<file path="config.mk">
export PLATFORM = sky130hd
export DESIGN_NAME = can_fc_unit
export DESIGN_NICKNAME = d
export VERILOG_FILES = /design/src/rtl/can_fc_pkg.sv /design/src/rtl/can_fc_counter.sv /design/src/rtl/can_fc_recovery.sv /design/src/rtl/can_fc_unit.sv
export SDC_FILE = /design/constraint.sdc
export NUM_CORES = 1
export LEC_CHECK = 0
export BUFFER_PORTS_ARGS = -buffer_cell sky130_fd_sc_hd__clkbuf_2
export CAP_MARGIN = 10
export CORE_UTILIZATION = 56
export CTS_CLUSTER_DIAMETER = 60
export DETAILED_ROUTE_END_ITERATION = 10
export GPL_ROUTABILITY_DRIVEN = 1
export PLACE_DENSITY_LB_ADDON = 0.1
export SLEW_MARGIN = 40
export SYNTH_ARGS = -nofsm -noshare
export SYNTH_HDL_FRONTEND = slang
export SYNTH_SLANG_ARGS = --single-unit
</file>
<file path="constraint.sdc">
create_clock -name clk -period 4.43 [get_ports clk]
set_input_delay 0.6645 -clock clk [delete_from_list [all_inputs] [get_ports clk]]
set_output_delay 0.6645 -clock clk [all_outputs]
set_load 0.02 [all_outputs]
</file>
<file path="src/rtl/can_fc_pkg.sv">
package can_fc_pkg;
  typedef enum logic [1:0] {
    CMD_NONE    = 2'b00,
    CMD_INC_ONE = 2'b01,
    CMD_INC_BIG = 2'b10,
    CMD_DEC     = 2'b11
  } fc_cmd_e;

  typedef enum logic [1:0] {
    ST_ACTIVE  = 2'b00,
    ST_PASSIVE = 2'b01,
    ST_BUSOFF  = 2'b10
  } fc_state_e;
endpackage

</file>
<file path="src/rtl/can_fc_counter.sv">
module can_fc_counter
  import can_fc_pkg::*;
#(
  parameter int W            = 8,
  parameter int BIG_STEP     = 8,
  parameter bit RELOAD_EN    = 1'b0,
  parameter int RELOAD_ABOVE = 127,
  parameter int RELOAD_VAL   = 119
) (
  input  logic         clk,
  input  logic         rst_n,
  input  logic [1:0]   cmd_i,
  input  logic         hold_i,
  input  logic         clear_i,
  output logic [W-1:0] q_o
);
  localparam logic [W-1:0] MAXV     = {W{1'b1}};
  localparam logic [W-1:0] BIG_LIM  = MAXV - W'(BIG_STEP);
  localparam logic [W-1:0] RL_ABOVE = W'(RELOAD_ABOVE);
  localparam logic [W-1:0] RL_VAL   = W'(RELOAD_VAL);

  fc_cmd_e      cmd;
  logic [W-1:0] q_q, q_nx;
  logic         en;

  assign cmd = fc_cmd_e'(cmd_i);

  always_comb begin
    q_nx = q_q;
    if (clear_i) begin
      q_nx = '0;
    end else if (!hold_i) begin
      case (cmd)
        CMD_INC_ONE: q_nx = (q_q == MAXV) ? MAXV : q_q + 1'b1;
        CMD_INC_BIG: q_nx = (q_q > BIG_LIM) ? MAXV : q_q + W'(BIG_STEP);
        CMD_DEC: begin
          if (RELOAD_EN && (q_q > RL_ABOVE)) q_nx = RL_VAL;
          else if (q_q != '0)                q_nx = q_q - 1'b1;
        end
        default: q_nx = q_q;
      endcase
    end
  end

  assign en = clear_i | (!hold_i && (cmd != CMD_NONE));

  always_ff @(posedge clk or negedge rst_n) begin
    if (!rst_n)  q_q <= '0;
    else if (en) q_q <= q_nx;
  end

  assign q_o = q_q;

  assert_inc_one_R2: assert property (@(posedge clk) disable iff (!rst_n)
    (cmd == CMD_INC_ONE && !hold_i && !clear_i && q_q != MAXV) |=> (q_q == $past(q_q) + 1'b1));

  assert_floor_R3: assert property (@(posedge clk) disable iff (!rst_n)
    (cmd == CMD_DEC && !hold_i && !clear_i && q_q == '0) |=> (q_q == '0));

  assert_no_wrap_R4: assert property (@(posedge clk) disable iff (!rst_n)
    (cmd != CMD_DEC && !clear_i && q_q == MAXV) |=> (q_q == MAXV));

  assert_frozen_R7: assert property (@(posedge clk) disable iff (!rst_n)
    (hold_i && !clear_i) |=> $stable(q_q));
endmodule

</file>
<file path="src/rtl/can_fc_recovery.sv">
module can_fc_recovery #(
  parameter int RECOV_COUNT = 128
) (
  input  logic clk,
  input  logic rst_n,
  input  logic busoff_i,
  input  logic req_i,
  input  logic idle_i,
  output logic clear_o
);
  localparam int CW = (RECOV_COUNT > 1) ? $clog2(RECOV_COUNT) : 1;
  localparam logic [CW-1:0] LAST = CW'(RECOV_COUNT - 1);

  logic          armed_q, armed_nx;
  logic [CW-1:0] cnt_q, cnt_nx;
  logic          cnt_en;

  assign clear_o = armed_q && idle_i && (cnt_q == LAST);

  always_comb begin
    armed_nx = armed_q;
    if (!busoff_i || clear_o) armed_nx = 1'b0;
    else if (req_i)           armed_nx = 1'b1;
  end

  always_comb begin
    cnt_nx = cnt_q;
    if (!armed_q || clear_o) cnt_nx = '0;
    else if (idle_i)         cnt_nx = cnt_q + 1'b1;
  end

  assign cnt_en = !armed_q || idle_i;

  always_ff @(posedge clk or negedge rst_n) begin
    if (!rst_n) armed_q <= 1'b0;
    else        armed_q <= armed_nx;
  end

  always_ff @(posedge clk or negedge rst_n) begin
    if (!rst_n)      cnt_q <= '0;
    else if (cnt_en) cnt_q <= cnt_nx;
  end

  assert_clear_only_busoff_R8: assert property (@(posedge clk) disable iff (!rst_n)
    clear_o |-> busoff_i);

  assert_not_armed_R9: assert property (@(posedge clk) disable iff (!rst_n)
    !busoff_i |=> !armed_q);
endmodule

</file>
<file path="src/rtl/can_fc_unit.sv">
module can_fc_unit
  import can_fc_pkg::*;
#(
  parameter int REC_W       = 8,
  parameter int TEC_W       = 9,
  parameter int BIG_STEP    = 8,
  parameter int PASSIVE_LIM = 128,
  parameter int BUSOFF_LIM  = 255,
  parameter int RX_RELOAD   = 119,
  parameter int RECOV_COUNT = 128
) (
  input  logic             clk,
  input  logic             rst_n,
  input  logic [1:0]       rx_cmd_i,
  input  logic [1:0]       tx_cmd_i,
  input  logic             recov_req_i,
  input  logic             idle_seq_i,
  output logic [REC_W-1:0] rec_o,
  output logic [TEC_W-1:0] tec_o,
  output logic [1:0]       state_o,
  output logic             passive_flag_o
);
  localparam logic [REC_W-1:0] REC_PASS = REC_W'(PASSIVE_LIM);
  localparam logic [TEC_W-1:0] TEC_PASS = TEC_W'(PASSIVE_LIM);
  localparam logic [TEC_W-1:0] TEC_OFF  = TEC_W'(BUSOFF_LIM);

  logic [REC_W-1:0] rec;
  logic [TEC_W-1:0] tec;
  logic             busoff, passive, recov_clear;
  fc_state_e        state;

  can_fc_counter #(
    .W(REC_W), .BIG_STEP(BIG_STEP), .RELOAD_EN(1'b1),
    .RELOAD_ABOVE(PASSIVE_LIM - 1), .RELOAD_VAL(RX_RELOAD)
  ) u_rec (
    .clk(clk), .rst_n(rst_n), .cmd_i(rx_cmd_i),
    .hold_i(busoff), .clear_i(recov_clear), .q_o(rec)
  );

  can_fc_counter #(
    .W(TEC_W), .BIG_STEP(BIG_STEP), .RELOAD_EN(1'b0),
    .RELOAD_ABOVE(0), .RELOAD_VAL(0)
  ) u_tec (
    .clk(clk), .rst_n(rst_n), .cmd_i(tx_cmd_i),
    .hold_i(busoff), .clear_i(recov_clear), .q_o(tec)
  );

  can_fc_recovery #(.RECOV_COUNT(RECOV_COUNT)) u_recov (
    .clk(clk), .rst_n(rst_n), .busoff_i(busoff),
    .req_i(recov_req_i), .idle_i(idle_seq_i), .clear_o(recov_clear)
  );

  assign busoff  = tec > TEC_OFF;
  assign passive = (rec >= REC_PASS) || (tec >= TEC_PASS);

  always_comb begin
    if (busoff)       state = ST_BUSOFF;
    else if (passive) state = ST_PASSIVE;
    else              state = ST_ACTIVE;
  end

  assign rec_o          = rec;
  assign tec_o          = tec;
  assign state_o        = state;
  assign passive_flag_o = (state == ST_PASSIVE);

  assert_passive_level_R6: assert property (@(posedge clk) disable iff (!rst_n)
    (state_o == ST_PASSIVE) |-> (rec_o >= REC_PASS || tec_o >= TEC_PASS));

  assert_exit_busoff_R8: assert property (@(posedge clk) disable iff (!rst_n)
    (state_o == ST_BUSOFF && !recov_clear) |=> (state_o == ST_BUSOFF));

  assert_rx_reload_R5: assert property (@(posedge clk) disable iff (!rst_n)
    (rx_cmd_i == 2'b11 && !busoff && !recov_clear && rec_o > REC_PASS - 1'b1)
      |=> (rec_o == REC_W'(RX_RELOAD)));
endmodule

</file>
==> out/qor.csv, run 1 <==
stage;metric;value;unit
sta;# setup viols final;0;
setup_path;crit path max fanout;13;
global_routing;first-pass GRT wire length;9560;um
cts;H-Tree Depth;1;
logic_synthesis;Post-Synth Simple-Gate Area;25.1;%
global_routing;grt ovf;0;
setup_path;critical path type;reg2out;
sta;min Tclk post-route;2.80;ns
logic_synthesis;main combinational cell family by area after synthesis;compound AO/OA/AOI/OAI gates;
global_routing;global-route usage over all layers;28.1;%
die;Std-Cell Rows;23;
logic_synthesis;number of flops mapped to enable cells by yosys;0;
place;hpwl dp;4300;um
die;Ports;28;
sta;worst rel slew slack;57.5;%
logic_synthesis;synth warn;0;
global_routing;met1 Use GR;40.9;%
setup_path;CP max-delay cell;dfrtp_1;
logic_synthesis;most frequent cell after synthesis;dfrtp_1;
min_path;Hold Path Class;in2async;
final_layout;layout cells sized above 1;17.5;%
setup_path;critical path capture point type;output port;
setup_path;Critical Path, Cell by Cell;ha_1 -> and4_1 -> a31oi_4 -> inv_1 -> nor2_1 -> clkbuf_2;
logic_synthesis;post-synthesis sequential area ratio;26.4;%
sta;Slew @ Worst Pin;0.637;ns
final_layout;Final Util;62.2;%
logic_synthesis;Syn Inst Count;283;
detailed_routing;vias;2274;
logic_synthesis;Mapped Area;2370;um^2
logic_synthesis;Synth top area share;26.4;%
global_routing;global routing's busiest layer;met2;
cts;CTS tree;yes;
global_routing;met2 track demand over resource;42.0;%
cts;clk slew on worst S/H paths;0.10;ns
die;total core area;4030;um^2
setup_path;Reg2Reg Depth;6;
logic_synthesis;syn avg cell area;8.39;um^2
logic_synthesis;top_reg_cell synth;dfrtp_1;
logic_synthesis;post-synth top area cell;dfrtp_1;
detailed_routing;Routed WL;5910;um
global_routing;largest net degree at the start of global routing;26;
sta;setup TNS;0;ns
logic_synthesis;post-synthesis register bit count;25;
die;DIE AREA;4500;um^2
detailed_routing;ANT nets after route;0;
sta;Slew Viols, Final;0;
sta;crit share post-route;63.3;%
status;outcome;finished, final reports clean;
cts;Resize count post-CTS;0;
run;Max Cap Viol;0;
cts;setup repair bufs after CTS;0;
final_layout;Layout area overhead;5.53;%
place;input/output buffers;27;
setup_path;CP arrival;2.14;ns
cts;CTS Sinks;25;
sta;clk_skew;0.00267;ns
power_and_ir_drop;pwr/cell area;201;nW/um^2
power_and_ir_drop;IR Drop Worst-Case VDD;0.000191;V
cts;clk root buf;clkbuf_8;
global_routing;met3 Use GR;6.16;%
logic_synthesis;top cells by area, synth;dfrtp_1 (26%), ha_1 (8.4%), a21oi_1 (4.0%);
logic_synthesis;post-synthesis mux area share;0.474;%
final_layout;Fillers;381;
power_and_ir_drop;Static Leak;1.05;nW
sta;RSZ-0062 raised after global routing;no;
setup_path;slowest stage delay, CP;0.55;ns
logic_synthesis;xor and xnor area share after synthesis;2.95;%
detailed_routing;drt pass-1 iters;5;
logic_synthesis;post-synth cell types;71;
final_layout;register area;626;um^2
logic_synthesis;synth cell count leaders;dfrtp_1 (25), a21oi_1 (19), inv_1 (18);
setup_path;CP Data Required Time;3.77;ns
logic_synthesis;Adder-Cell Fraction of Synth Area;8.43;%
logic_synthesis;syn nets;307;
cts;clock latency on the worst-skew pair;0.27;ns
die;Die Y;67.1;um
setup_path;startpoint class of the critical path;register;
global_routing;number of global-route vias before repair;1959;
sta;Fin. Hold Viols;0;
detailed_routing;Avg WL per Cell;17.3;um
cts;clk buf depth;2;
cts;Hold Buf Count CTS;0;
final_layout;Final nets;317;
die;Initial Util;58.9;%
final_layout;multi-input logic area;1550;um^2
sta;Max Freq;0.357;GHz
cts;CTS Buf Count;3;
place;Final Wtd Congestion;1.03;
detailed_routing;DRT iter0 DRCs;298;
logic_synthesis;share of flip-flops with an asynchronous set or reset;100;%
global_routing;antenna violations before repair;0;
logic_synthesis;Synth Area in Compound Gates;28.4;%
detailed_routing;residual DRC count;0;
detailed_routing;vias per inst;6.65;
die;die width;67.1;um
final_layout;Ant. Diodes;0;
## per-layer routing
metal	wire, um	share of wire, %
met2	2700	46
met3	433	7.3
met4	23	0.39
met5	0	0
met1	2750	47
## worst max-delay path, delay by kind of cell (launching register included)
kind | cells | cell delay (ns)
compound gates | 1 | 0.25
flops | 1 | 0.55
simple gates | 2 | 0.45
buf+inv | 2 | 0.27
fa+ha+maj | 1 | 0.34
## registers in the layout (all words and copies together), names as in the netlist
name             cells
u_recov.cnt_q        7
u_recov.armed_q      1
u_rec.q_o            8
u_tec.q_o            9
## path summary, 6_finish.rpt
check	start	endpoint	slack, ns
max	u_tec.q_o[3]	passive_flag_o	1.63
min	rst_n	u_recov.cnt_q[2]	0.39
max reg2reg	u_tec.q_o[3]	u_rec.q_o[2]	1.98
min reg2reg	u_recov.cnt_q[1]	u_recov.cnt_q[1]	0.57
max in group asynchronous	rst_n	u_rec.q_o[6]	3.63
min in group clk	u_recov.cnt_q[1]	u_recov.cnt_q[1]	0.57
## through the flow
| stage | setup WS (ns) | cell area [um^2] | power [mW] | cells | hold slack [ns] |
|---|---|---|---|---|---|
| floorplan | 1.89 | 2370 | 0.336 | 283 | 0.369 |
| global placement | 1.91 | 2450 | 0.359 | 338 | 0.550 |
| detailed placement | 1.89 | 2450 | 0.361 | 338 | 0.555 |
| CTS | 1.62 | 2500 | 0.508 | 342 | 0.405 |
| global route | 1.47 | 2500 | 0.535 | 342 | 0.434 |
| finish | 1.63 | 2500 | 0.503 | 342 | 0.392 |
## logic make-up (layout without fill, tap and decap cells)
group,count (synthesis),after routing
buffers and inverters,42,51
flip-flops,25,25
multiplexers,1,1
AND/OR/NAND/NOR,103,103
adder cells (fa/ha/maj),16,16
AO/OA/AOI/OAI,88,88
XOR/XNOR,8,8
## layout make-up
class | instances | area share [%]
multi-input combinational | 216 | 62.0
sequential | 25 | 25.0
timing repair buffer | 28 | 5.69
inverter | 19 | 2.85
tap | 50 | 2.50
clock buffer | 3 | 1.65
clock inverter | 1 | 0.350
## placed cells by master (no fill, tap or decap), types with 12 or more instances in the layout
master and count:
a21oi_1 19, clkbuf_2 27, dfrtp_1 25, ha_1 16
inv_1 18, nand2_1 16, nand3_1 13, nor2_1 15
o21ai_0 12
## power by group
group          internal [mW]  total (mW)  switching (mW)  leakage (nW)
combinational         0.0419      0.0889          0.0470         0.706
clock                 0.0660       0.147          0.0806        0.0261
sequential             0.250       0.268          0.0182         0.313
total                  0.358       0.503           0.146          1.05
No activity file was read; power rests on OpenSTA's default activity.
==> run 2: changes to the inputs <==
--- a/config.mk
+++ b/config.mk
@@ -7,7 +7,7 @@
 export LEC_CHECK = 0
 export BUFFER_PORTS_ARGS = -buffer_cell sky130_fd_sc_hd__clkbuf_2
 export CAP_MARGIN = 10
-export CORE_UTILIZATION = 56
+export CORE_UTILIZATION = 53
 export CTS_CLUSTER_DIAMETER = 60
 export DETAILED_ROUTE_END_ITERATION = 10
 export GPL_ROUTABILITY_DRIVEN = 1
==> constraint.sdc (replaced) <==
create_clock -name clk -period 2.4 [get_ports clk]
set_input_delay 0.36 -clock clk [delete_from_list [all_inputs] [get_ports clk]]
set_output_delay 0.36 -clock clk [all_outputs]
set_load 0.02 [all_outputs]
==> out/qor.csv, run 2 (synthesis results as in run 1) <==
stage;metric;value;unit;change
status;outcome;finished, final reports clean;;
sta;fin worst setup slack;0.123;ns;-1.50 ns
global_routing;largest net degree at the start of global routing;26;;unchanged
sta;# setup viols final;0;;unchanged
setup_path;crit path max fanout;6;;-7
global_routing;grt ovf;0;;unchanged
detailed_routing;Avg WL per Cell;17.5;um;+1.5%
place;input/output buffers;27;;unchanged
setup_path;startpoint class of the critical path;register;;
power_and_ir_drop;pwr/cell area;362;nW/um^2;+80%
final_layout;most frequent cells in the layout;clkbuf_2 (27), dfrtp_1 (23), a21oi_1 (19);;
die;DIE AREA;4750;um^2;+5.5%
cts;CTS Buf Count;3;;unchanged
power_and_ir_drop;Combinational Power Share;18.3;%;+0.6 points
sta;Max Freq;0.439;GHz;
setup_path;CP arrival;1.92;ns;-0.22 ns
sta;Slew @ Worst Pin;0.643;ns;+0.00544 ns
detailed_routing;DRT iter0 DRCs;239;;-20%
die;Ports;28;;unchanged
final_layout;Layout area overhead;9.54;%;
setup_path;CP Data Required Time;2.04;ns;-1.73 ns
cts;clk root buf;clkbuf_8;;
detailed_routing;vias per inst;6.58;;-1.1%
min_path;Hold Path Class;in2async;;
cts;H-Tree Depth;1;;unchanged
die;Die Y;68.9;um;+2.7%
cts;setup repair bufs after CTS;0;;unchanged
final_layout;max reg flops;9;;unchanged
final_layout;most common cell after layout, fill and taps aside;clkbuf_2;;
place;pre-CTS setup slack;0.197;ns;-1.69 ns
place;hpwl dp;4580;um;+6.7%
setup_path;launch point of the worst reg-to-reg path;u_tec.q_o[3];;
setup_path;Reg2Reg Depth;6;;unchanged
setup_path;critical path type;reg2out;;
detailed_routing;ANT nets after route;0;;unchanged
setup_path;R2R Path End;u_rec.q_o[2];;
setup_path;Worst R2R Setup Slack;0.28;ns;-1.70 ns
power_and_ir_drop;part of the power in registers;52.7;%;-0.5 points
setup_path;critical path capture point type;output port;;
final_layout;layout cells sized above 1;21.7;%;+4.2 points
cts;clk buf depth;2;;unchanged
run;Max Cap Viol;0;;unchanged
final_layout;Ant. Diodes;0;;unchanged
global_routing;global-route usage over all layers;28.9;%;+0.80 points
sta;crit share post-route;94.9;%;
global_routing;antenna violations before repair;0;;unchanged
detailed_routing;residual DRC count;0;;unchanged
global_routing;number of global-route vias before repair;2050;;+4.6%
sta;setup TNS;0;ns;unchanged
sta;Slew Viols, Final;0;;unchanged
power_and_ir_drop;Clk network pwr share;29.0;%;about the same
sta;Fin. Hold Viols;0;;unchanged
cts;clk slew on worst S/H paths;0.10;ns;about the same
die;die width;68.9;um;+2.7%
power_and_ir_drop;Total Power;0.940;mW;+87%
power_and_ir_drop;IR Drop Worst-Case VDD;0.000290;V;+52%
power_and_ir_drop;Pint;0.663;mW;+85%
sta;worst rel slew slack;57.2;%;-0.36 points
sta;clk_skew;0.00169;ns;-0.000986 ns
die;Std-Cell Rows;23;;unchanged
detailed_routing;vias;2329;;+2.4%
cts;CTS tree;yes;;
sta;RSZ-0062 raised after global routing;no;;
global_routing;first-pass GRT wire length;10200;um;+6.7%
cts;Hold Buf Count CTS;0;;unchanged
die;total core area;4140;um^2;+2.9%
final_layout;register area;628;um^2;+0.40%
power_and_ir_drop;switching pwr;0.277;mW;+90%
detailed_routing;drt pass-1 iters;5;;unchanged
final_layout;Final nets;329;;+3.8%
power_and_ir_drop;Static Leak;1.10;nW;+5.2%
sta;min Tclk post-route;2.28;ns;
power_and_ir_drop;switching fraction of total power;29.5;%;+0.52 points
detailed_routing;Routed WL;6210;um;+5.1%
final_layout;multi-input logic area;1560;um^2;+0.16%
cts;clock latency on the worst-skew pair;0.27;ns;about the same
place;Final Wtd Congestion;0.981;;-4.7%
cts;CTS Sinks;25;;unchanged
die;Initial Util;57.3;%;-1.6 points
final_layout;Fillers;393;;+3.1%
-- run 2: power by group through the flow --
stage                     Combinational [mW]  Sequential (mW)  Clock, mW
final                                  0.172            0.496      0.273
after global routing                   0.193            0.501      0.290
after CTS                              0.171            0.496      0.280
after detailed placement               0.170            0.504          0
after global placement                 0.162            0.502          0
after floorplan                        0.124            0.496          0
-- run 2: per-layer routing --
layer  vias to the layer above  share of wire (%)  global-route usage [%]
met1                      1119                 49                    44.2
met4                         0               0.55                    5.87
met3                         6                6.4                    4.28
li1                       1109                  -                       -
met5                         -                  0                       0
met2                        95                 45                    42.4
-- run 2: metrics by stage --
step                cell area [um^2]  cells  hold WS, ns  utilization [%]
finish                          2600    354       0.0906             62.7
floorplan                       2370    283       0.0644                -
detailed placement              2540    350        0.418             61.4
CTS                             2600    354        0.109             62.7
global placement                2540    350        0.415             61.4
global route                    2600    354        0.142             62.7
-- run 2: layout make-up --
type	instances	area share, %
well taps	50	2.41
clock inverters	1	0.337
multi-input cells	216	59.8
repair buffers	40	8.95
inverters	19	2.74
flip-flops and latches	25	24.2
clock buffers	3	1.59
-- run 2: worst max path at each step --
| stage | startpoint | to | cells past startpoint |
|---|---|---|---|
| after global placement | u_tec.q_o[1] | u_tec.q_o[7] | 5 |
| after global routing | u_tec.q_o[3] | passive_flag_o | 6 |
| final | u_tec.q_o[3] | state_o[0] | 6 |
| after detailed placement | u_tec.q_o[0] | u_rec.q_o[2] | 6 |
| after floorplan | u_tec.q_o[3] | state_o[0] | 7 |
| after CTS | u_tec.q_o[1] | state_o[0] | 6 |
-- run 2: what timing repair did --
item                                   in CTS  in global routing
gates cloned                                0                  0
endpoints found under the hold margin       0                  0
gates resized for setup                     1                  2
setup endpoints to repair                   2                  2
-- run 2: critical path, stage by stage (launching register included) --
cell      delay, ns
dfrtp_1        0.45
ha_1           0.24
and4_1         0.30
a31oi_4        0.21
inv_1          0.11
nor2_1         0.14
clkbuf_2       0.18
